<file path="config.mk">
export PLATFORM = sky130hd
export DESIGN_NAME = layer_cfg_shadow_bank
export DESIGN_NICKNAME = d
export VERILOG_FILES = /design/src/rtl/lcsb_pkg.sv /design/src/rtl/lcsb_decode.sv /design/src/rtl/lcsb_commit_ctrl.sv /design/src/rtl/lcsb_reg_bank.sv /design/src/rtl/layer_cfg_shadow_bank.sv
export SDC_FILE = /design/constraint.sdc
export NUM_CORES = 1
export LEC_CHECK = 0
export BUFFER_PORTS_ARGS = -buffer_cell sky130_fd_sc_hd__buf_2
export CAP_MARGIN = 10
export CORE_MARGIN = 5
export CORE_UTILIZATION = 30
export DETAILED_ROUTE_END_ITERATION = 8
export PLACE_DENSITY_LB_ADDON = 0.05
export SYNTH_ARGS = -nofsm -noshare
export SYNTH_HDL_FRONTEND = slang
export SYNTH_SLANG_ARGS = --single-unit
</file>
<file path="constraint.sdc">
create_clock -name clk_i -period 5.4 [get_ports clk_i]
set_input_delay 0.81 -clock clk_i [delete_from_list [all_inputs] [get_ports clk_i]]
set_output_delay 0.81 -clock clk_i [all_outputs]
set_load 0.1 [all_outputs]
</file>
<file path="src/rtl/lcsb_pkg.sv">
package lcsb_pkg;
  localparam int WORD_W     = 32;
  localparam int CTRL_ADDR  = 0;
  localparam int CFG_BASE   = 4;
  localparam int LOAD_BIT   = 0;
  localparam int NOAUTO_BIT = 1;

  typedef logic [WORD_W-1:0] word_t;
endpackage

</file>
<file path="src/rtl/lcsb_decode.sv">
module lcsb_decode
  import lcsb_pkg::*;
#(
  parameter int ADDR_W    = 8,
  parameter int NUM_WORDS = 16,
  localparam int IDX_W    = (NUM_WORDS > 1) ? $clog2(NUM_WORDS) : 1
) (
  input  logic [ADDR_W-1:0] addr_i,
  output logic              ctrl_hit_o,
  output logic              cfg_hit_o,
  output logic [IDX_W-1:0]  cfg_idx_o
);
  logic [ADDR_W-1:0] off;

  always_comb begin
    off        = addr_i - ADDR_W'(CFG_BASE);
    ctrl_hit_o = (addr_i == ADDR_W'(CTRL_ADDR));
    cfg_hit_o  = (addr_i >= ADDR_W'(CFG_BASE)) && (off < ADDR_W'(NUM_WORDS));
    cfg_idx_o  = off[IDX_W-1:0];
  end
endmodule

</file>
<file path="src/rtl/lcsb_commit_ctrl.sv">
module lcsb_commit_ctrl
  import lcsb_pkg::*;
(
  input  logic  clk_i,
  input  logic  rst_ni,
  input  logic  ctrl_wr_i,
  input  word_t wdata_i,
  input  logic  vblank_i,
  output logic  load_req_o,
  output logic  autoload_dis_o,
  output logic  copy_o
);
  logic load_req_q, autoload_dis_q, set_req;

  // decision uses registered state: a same-cycle request waits for the next strobe
  assign set_req = ctrl_wr_i && wdata_i[LOAD_BIT];
  assign copy_o  = vblank_i && (load_req_q || !autoload_dis_q);

  always_ff @(posedge clk_i or negedge rst_ni) begin
    if (!rst_ni) begin
      load_req_q     <= 1'b0;
      autoload_dis_q <= 1'b1;
    end else begin
      load_req_q <= set_req || (load_req_q && !copy_o);
      if (ctrl_wr_i) autoload_dis_q <= wdata_i[NOAUTO_BIT];
    end
  end

  assign load_req_o     = load_req_q;
  assign autoload_dis_o = autoload_dis_q;
endmodule

</file>
<file path="src/rtl/lcsb_reg_bank.sv">
module lcsb_reg_bank
  import lcsb_pkg::*;
#(
  parameter int NUM_WORDS = 16,
  localparam int IDX_W    = (NUM_WORDS > 1) ? $clog2(NUM_WORDS) : 1,
  localparam int FLAT_W   = NUM_WORDS * WORD_W
) (
  input  logic              clk_i,
  input  logic              rst_ni,
  input  logic              wr_i,
  input  logic [IDX_W-1:0]  idx_i,
  input  word_t             wdata_i,
  input  logic              copy_i,
  output logic [FLAT_W-1:0] shadow_o,
  output logic [FLAT_W-1:0] live_o
);
  for (genvar g = 0; g < NUM_WORDS; g++) begin : g_word
    word_t shadow_q, live_q;

    always_ff @(posedge clk_i or negedge rst_ni) begin
      if (!rst_ni) begin
        shadow_q <= '0;
        live_q   <= '0;
      end else begin
        if (wr_i && (idx_i == IDX_W'(g))) shadow_q <= wdata_i;
        if (copy_i) live_q <= shadow_q;
      end
    end

    assign shadow_o[g*WORD_W +: WORD_W] = shadow_q;
    assign live_o[g*WORD_W +: WORD_W]   = live_q;
  end
endmodule

</file>
<file path="src/rtl/layer_cfg_shadow_bank.sv">
module layer_cfg_shadow_bank
  import lcsb_pkg::*;
#(
  parameter int NUM_LAYERS     = 4,
  parameter int REGS_PER_LAYER = 4,
  parameter int ADDR_W         = 8
) (
  input  logic                                         clk_i,
  input  logic                                         rst_ni,
  input  logic                                         wr_en_i,
  input  logic                                         rd_en_i,
  input  logic [ADDR_W-1:0]                            addr_i,
  input  logic [WORD_W-1:0]                            wdata_i,
  output logic [WORD_W-1:0]                            rdata_o,
  input  logic                                         vblank_i,
  output logic                                         commit_pending_o,
  output logic [NUM_LAYERS*REGS_PER_LAYER*WORD_W-1:0]  live_cfg_o
);
  localparam int NUM_WORDS = NUM_LAYERS * REGS_PER_LAYER;
  localparam int IDX_W     = (NUM_WORDS > 1) ? $clog2(NUM_WORDS) : 1;
  localparam int FLAT_W    = NUM_WORDS * WORD_W;

  logic              ctrl_hit, cfg_hit, copy, load_req, autoload_dis;
  logic [IDX_W-1:0]  cfg_idx;
  logic [FLAT_W-1:0] shadow_flat;
  word_t             rd_word, rdata_q;

  lcsb_decode #(.ADDR_W(ADDR_W), .NUM_WORDS(NUM_WORDS)) u_decode (
    .addr_i     (addr_i),
    .ctrl_hit_o (ctrl_hit),
    .cfg_hit_o  (cfg_hit),
    .cfg_idx_o  (cfg_idx)
  );

  lcsb_commit_ctrl u_commit (
    .clk_i          (clk_i),
    .rst_ni         (rst_ni),
    .ctrl_wr_i      (wr_en_i && ctrl_hit),
    .wdata_i        (wdata_i),
    .vblank_i       (vblank_i),
    .load_req_o     (load_req),
    .autoload_dis_o (autoload_dis),
    .copy_o         (copy)
  );

  lcsb_reg_bank #(.NUM_WORDS(NUM_WORDS)) u_bank (
    .clk_i    (clk_i),
    .rst_ni   (rst_ni),
    .wr_i     (wr_en_i && cfg_hit),
    .idx_i    (cfg_idx),
    .wdata_i  (wdata_i),
    .copy_i   (copy),
    .shadow_o (shadow_flat),
    .live_o   (live_cfg_o)
  );

  always_comb begin
    rd_word = '0;
    if (ctrl_hit) begin
      rd_word[LOAD_BIT]   = load_req;
      rd_word[NOAUTO_BIT] = autoload_dis;
    end else if (cfg_hit) begin
      rd_word = shadow_flat[cfg_idx*WORD_W +: WORD_W];
    end
  end

  always_ff @(posedge clk_i or negedge rst_ni) begin
    if (!rst_ni)      rdata_q <= '0;
    else if (rd_en_i) rdata_q <= rd_word;
  end

  assign rdata_o          = rdata_q;
  assign commit_pending_o = load_req;
endmodule

</file>
# [Yosys cells after proc, flatten, opt, wreduce, memory -nomap -nowiden]
# Index checks and enable logic that the tools add are counted.
[word_totals] ff_bits=1058 output_inout_bits=545
[op_classes] addsub=1 magnitude_cmp=2 eq_ne=15 shift=1 mux=3 n_reduce_logical=28
[ops] op="512-bit by 10-bit indexed part select with 32-bit output" count=1
[ops] op="4-bit equality test (second input constant)" count=8
[ops] op="32-bit 2-to-1 mux" count=1
[ops] op="30-bit 2-to-1 mux" count=1
[ops] op="1-bit logical AND" count=22
[ops] op="4-bit by 3-bit equality test with 1-bit output (second input constant)" count=4
[ops] op="4-bit by 2-bit equality test with 1-bit output (second input constant)" count=2
[ops] op="8-bit by 3-bit greater-or-equal comparator with 1-bit output (second input constant)" count=1
[ops] op="8-bit logical NOT" count=1
[ops] op="8-bit by 5-bit < comparator with 1-bit output (second input constant)" count=1
[ops] op="8-bit by 3-bit subtractor with 8-bit output (second input constant)" count=1
[ops] op="4-bit by 1-bit equality test with 1-bit output (second input constant)" count=1
[ops] op="4-bit logical NOT" count=1
[ops] op="1-bit logical NOT" count=2
[ops] op="1-bit logical OR" count=2
[ops] op="2-bit 2-to-1 mux" count=1

# [Longest topological paths before layout]
[logic_depth] word_depth=6 ltp_mapped=11

# [Modules after synthesis]
# Synthesis repeated with hierarchy kept, for this count alone.
[unflattened] cells_unflattened=2683 area_unflattened_um2=43705.7
[modules_own_cells] module="lcsb_reg_bank" instances=1 cells_each=2215 area_each_um2=37942.6 seq_area_each_um2=25624.6
[modules_own_cells] module="layer_cfg_shadow_bank" instances=1 cells_each=445 area_each_um2=5572.8 seq_area_each_um2=800.8
[modules_own_cells] module="lcsb_decode" instances=1 cells_each=16 area_each_um2=103.8 seq_area_each_um2=0.0
[modules_own_cells] module="lcsb_commit_ctrl" instances=1 cells_each=7 area_each_um2=86.3 seq_area_each_um2=51.3

# [Worst setup path after synthesis]
# No wires, ideal clock.
[synth_timing] path_type="input -> register" start="in addr_i[2]" end="reg u_bank.g_word[13].shadow_q[10]" setup_ns=0.125 t_arrival_ns=3.229 required_time_ns=5.275 setup_slack_ns=2.046 stages=10 cell_sequence="clkbuf_1 -> clkbuf_1 -> inv_1 -> ha_1 -> xnor2_1 -> nand4_4 -> buf_6 -> nor3_2 -> buf_4 -> mux2_2"
[synth_between] elab_chain_cells=5
[synth_lines] item="from (decl)" line="layer_cfg_shadow_bank.sv:12" text="input logic [ADDR_W-1:0] addr_i,"
[synth_lines] item="8-bit by 3-bit subtractor with 8-bit output" line="lcsb_decode.sv:16" text="off = addr_i - ADDR_W'(CFG_BASE);"
[synth_lines] item="8-bit by 5-bit < comparator with 1-bit output" line="lcsb_decode.sv:18" text="cfg_hit_o = (addr_i >= ADDR_W'(CFG_BASE)) && (off < ADDR_W'(NUM_WORDS));"
[synth_lines] item="1-bit logical AND" line="lcsb_decode.sv:18"
[synth_lines] item="1-bit logical AND" line="layer_cfg_shadow_bank.sv:49" text=".wr_i (wr_en_i && cfg_hit),"
[synth_lines] item="1-bit logical AND (*)" line="lcsb_reg_bank.sv:25" text="if (wr_i && (idx_i == IDX_W'(g))) shadow_q <= wdata_i;"
[synth_lines] item="to (signal assigned)" line="lcsb_reg_bank.sv:25"
[synth_lines] item="to (decl)" line="lcsb_reg_bank.sv:18" text="word_t shadow_q, live_q;"
# Mark *: on every way between the ends. The rest lies on a longest branch, timed or not.
# A chain may end at the register's enable or synchronous reset.

# [Worst setup path after layout]
[layout_timing] start="in addr_i[2]" end="reg u_bank.g_word[6].shadow_q[31]"
[layout_between] elab_chain_cells=5
[layout_lines] item="8-bit by 3-bit subtractor with 8-bit output" line="lcsb_decode.sv:16"
[layout_lines] item="8-bit by 5-bit < comparator with 1-bit output" line="lcsb_decode.sv:18"
[layout_lines] item="1-bit logical AND" line="lcsb_decode.sv:18"
[layout_lines] item="1-bit logical AND" line="layer_cfg_shadow_bank.sv:49"
[layout_lines] item="1-bit logical AND (*)" line="lcsb_reg_bank.sv:25"
[layout_lines] item="to (signal assigned)" line="lcsb_reg_bank.sv:25"
[layout_lines] item="to (decl)" line="lcsb_reg_bank.sv:18"
# Marks and branches as above.

==> metrics <==
status=finished, final reports clean; Slew HR=28.1%; flops & latches, synth=1058; Placed Cells=5037; Total GRT Usage=20.0%; final setup fails=0; Yosys top cell by area=dfrtp_1; grt total ovfl=0; hold crit path type=input port to asynchronous set/reset pin; CTS sink count=1058; mean post-synth cell area=16.3 sq um; commonest non-fill, non-tap cells in the layout=dfrtp_1 (1057), mux2_2 (998), buf_2 (584), clkbuf_16 (137), mux4_2 (110); post-synth top area share=60.8%; CORE AREA=144000 sq um; total CTS buffers=130; CTS tree=built; total power=21000 uW; Die Ht=391 microns; post-route insts no fill=5262; met3 wire len=9050 microns; drt pass-1 iters=4; Routability Congestion=0.780; layout cell share with drive strength beyond 1=58.9%; Final nets=3316; wire length on met2=74400 microns; worst-path cell chain=buf_6, inv_1, ha_1, xnor2_1, nand4_4, nor3_4, buf_4, mux2_2; clk_skew=0.0263 ns; worst skew pair latency=0.75 ns; DRT met1 WL=66900 microns; leakage=0.0272 uW; antenna viol nets, final=0; Buffers on Ports=589; Synth area leaders=dfrtp_1 (61%), mux2_2 (26%), mux4_2 (5.7%), mux2_1 (1.5%), clkbuf_1 (0.99%); Clock Tree Buf Depth=3; Via density=4.92; 1st-iter DRT viols=1170; largest net degree at the start of global routing=160; post-CTS resize count=0; Synth Warn #=0; maximum VDD drop=206 uV; # DRC=0; Via Count=25900; row cnt=139; DPL Wire Length=102000 microns; I/O pin count=590; vias in the first global route=28500; f_max=294 MHz; fin crit share=63.0%; total negative setup slack=0 ns; CTS Root Cell=clkbuf_16; Worst-path clk slew=0.06 ns; commonest non-fill, non-tap cell in the layout=dfrtp_1; post-layout min period=3.40 ns; startpoint type of the worst setup path=input port; H-tree depth=4; Die X=391 microns; DR WL/cell=29.2 microns; Max Slew Vio Count=0; Starting Density=30.2%; critical path capture point type=flop; Worst EP required=6.00 ns; cells after synthesis=2676; Max stage delay on crit path=0.84 ns; post-synthesis sequential area ratio=60.9%; Area Growth Syn to Fin=21.8%; max cap viols=0; uppermost layer routed=met4; first-pass GRT wire length=221000 microns; slowest cell on the critical path=nor3_4; Power Dens Cells=396 nW/um^2; postcts setup bufs=0; CP bufs+invs=3; Worst Path Class, Setup=input port to flop; crit path DAT=4.00 ns; CP top delay family=simple AND/OR/NAND/NOR gates; final hold vios=0; cell area after synthesis=43500 sq um; final wirelength=154000 microns; die area=153000 sq um; Post-Syn Nets=2726; hold buffers post-CTS=0; R2R Setup Slk=2.59 ns; worst-path maximum fanout=28; Synth cell types=36; fillers=13700; RSZ-0062 raised after global routing=false; Slew @ Worst Pin=1.08 ns; initial antenna violation count=13
## where the power goes
part	switching [uW]	internal (uW)	leakage [uW]
sequential	388	8400	0.0146
clock	3400	5300	0.00207
combinational	2720	766	0.0106
total	6510	14500	0.0272
## through the flow
stage | hold slack [ns] | cell area (sq um) | util [%] | setup WS [ns]
after floorplan | 0.471 | 43500 | - | 2.05
after global placement | 0.484 | 48800 | 33.9 | 1.29
after detailed placement | 0.488 | 48800 | 33.9 | 1.21
after CTS | 0.129 | 53000 | 36.8 | 2.01
after global routing | 0.139 | 53000 | 36.8 | 1.88
final | 0.135 | 53000 | 36.9 | 2.00
## worst paths after layout
path / to / from / cells past startpoint
max: u_bank.g_word[6].shadow_q[31] / addr_i[2] / 8
min: u_bank.g_word[1].shadow_q[6] / rst_ni / 1
max reg2reg: u_bank.g_word[4].live_q[16] / u_commit.autoload_dis_o / 4
min reg2reg: u_bank.g_word[8].live_q[10] / u_bank.g_word[8].live_q[10] / 1
max in group asynchronous: u_bank.g_word[1].shadow_q[17] / rst_ni / 2
min in group clk_i: u_commit.load_req_o / vblank_i / 2
## synthesized netlist by cell type
library cell / count
nor3_4: 7
nor4_2: 4
o22ai_1: 10
a31oi_1: 2
or4_4: 1
nand3_1: 1
nand2b_1: 21
mux2_2: 998
o21ai_0: 3
nand2_1: 47
buf_1: 4
dfstp_2: 1
inv_1: 38
nor2_1: 4
buf_2: 65
dfrtp_1: 1057
nand4_4: 1
a221oi_1: 20
clkbuf_1: 115
o21ai_1: 1
or3b_1: 1
buf_4: 11
mux2i_1: 20
a221o_1: 20
o32ai_1: 20
nor3_2: 5
mux4_2: 110
o31ai_2: 1
buf_6: 1
and3_1: 20
ha_1: 5
nor2b_1: 2
and2_1: 1
and4_1: 1
mux2_1: 57
xnor2_1: 1
## cell type report
cell class                 count  area (sq um)  area share (%)
multi-input combinational   1384         16100            30.4
clock inverter                14           213           0.401
sequential                  1058         26500            49.9
clock buffer                 202          4010            7.57
inverter                      38           148           0.278
timing repair buffer         654          3650            6.88
tap                         1903          2380            4.49
antenna                        9          22.5          0.0425
## sequential cells by signal, summed over array words and instances, names as in the netlist
register	cells
rdata_o	32
u_bank.g_word.live_q	512
u_bank.g_word.shadow_q	512
u_commit.autoload_dis_o	1
u_commit.load_req_o	1
## worst reg2reg max path, stage by stage (launching register included)
cell and delay (ns):
dfstp_2 0.54, inv_1 0.06, o21ai_4 0.77, buf_12 0.63, mux2_2 0.70
## kinds of logic after synthesis
logic type / share of synthesized area, %
simple gates: 1.69
mux: 33.5
compound gates: 1.51
flops: 60.9
xor+xnor: 0.0201
fa+ha+maj: 0.144
buf+inv: 2.32
## metal layers
layer / vias to the layer above / global-route usage, %
li1: 11000 / -
met1: 14200 / 26.3
met2: 605 / 33.4
met3: 176 / 5.02
met4: 0 / 4.97
met5: - / 0
No activity file was read; power rests on OpenSTA's default activity.
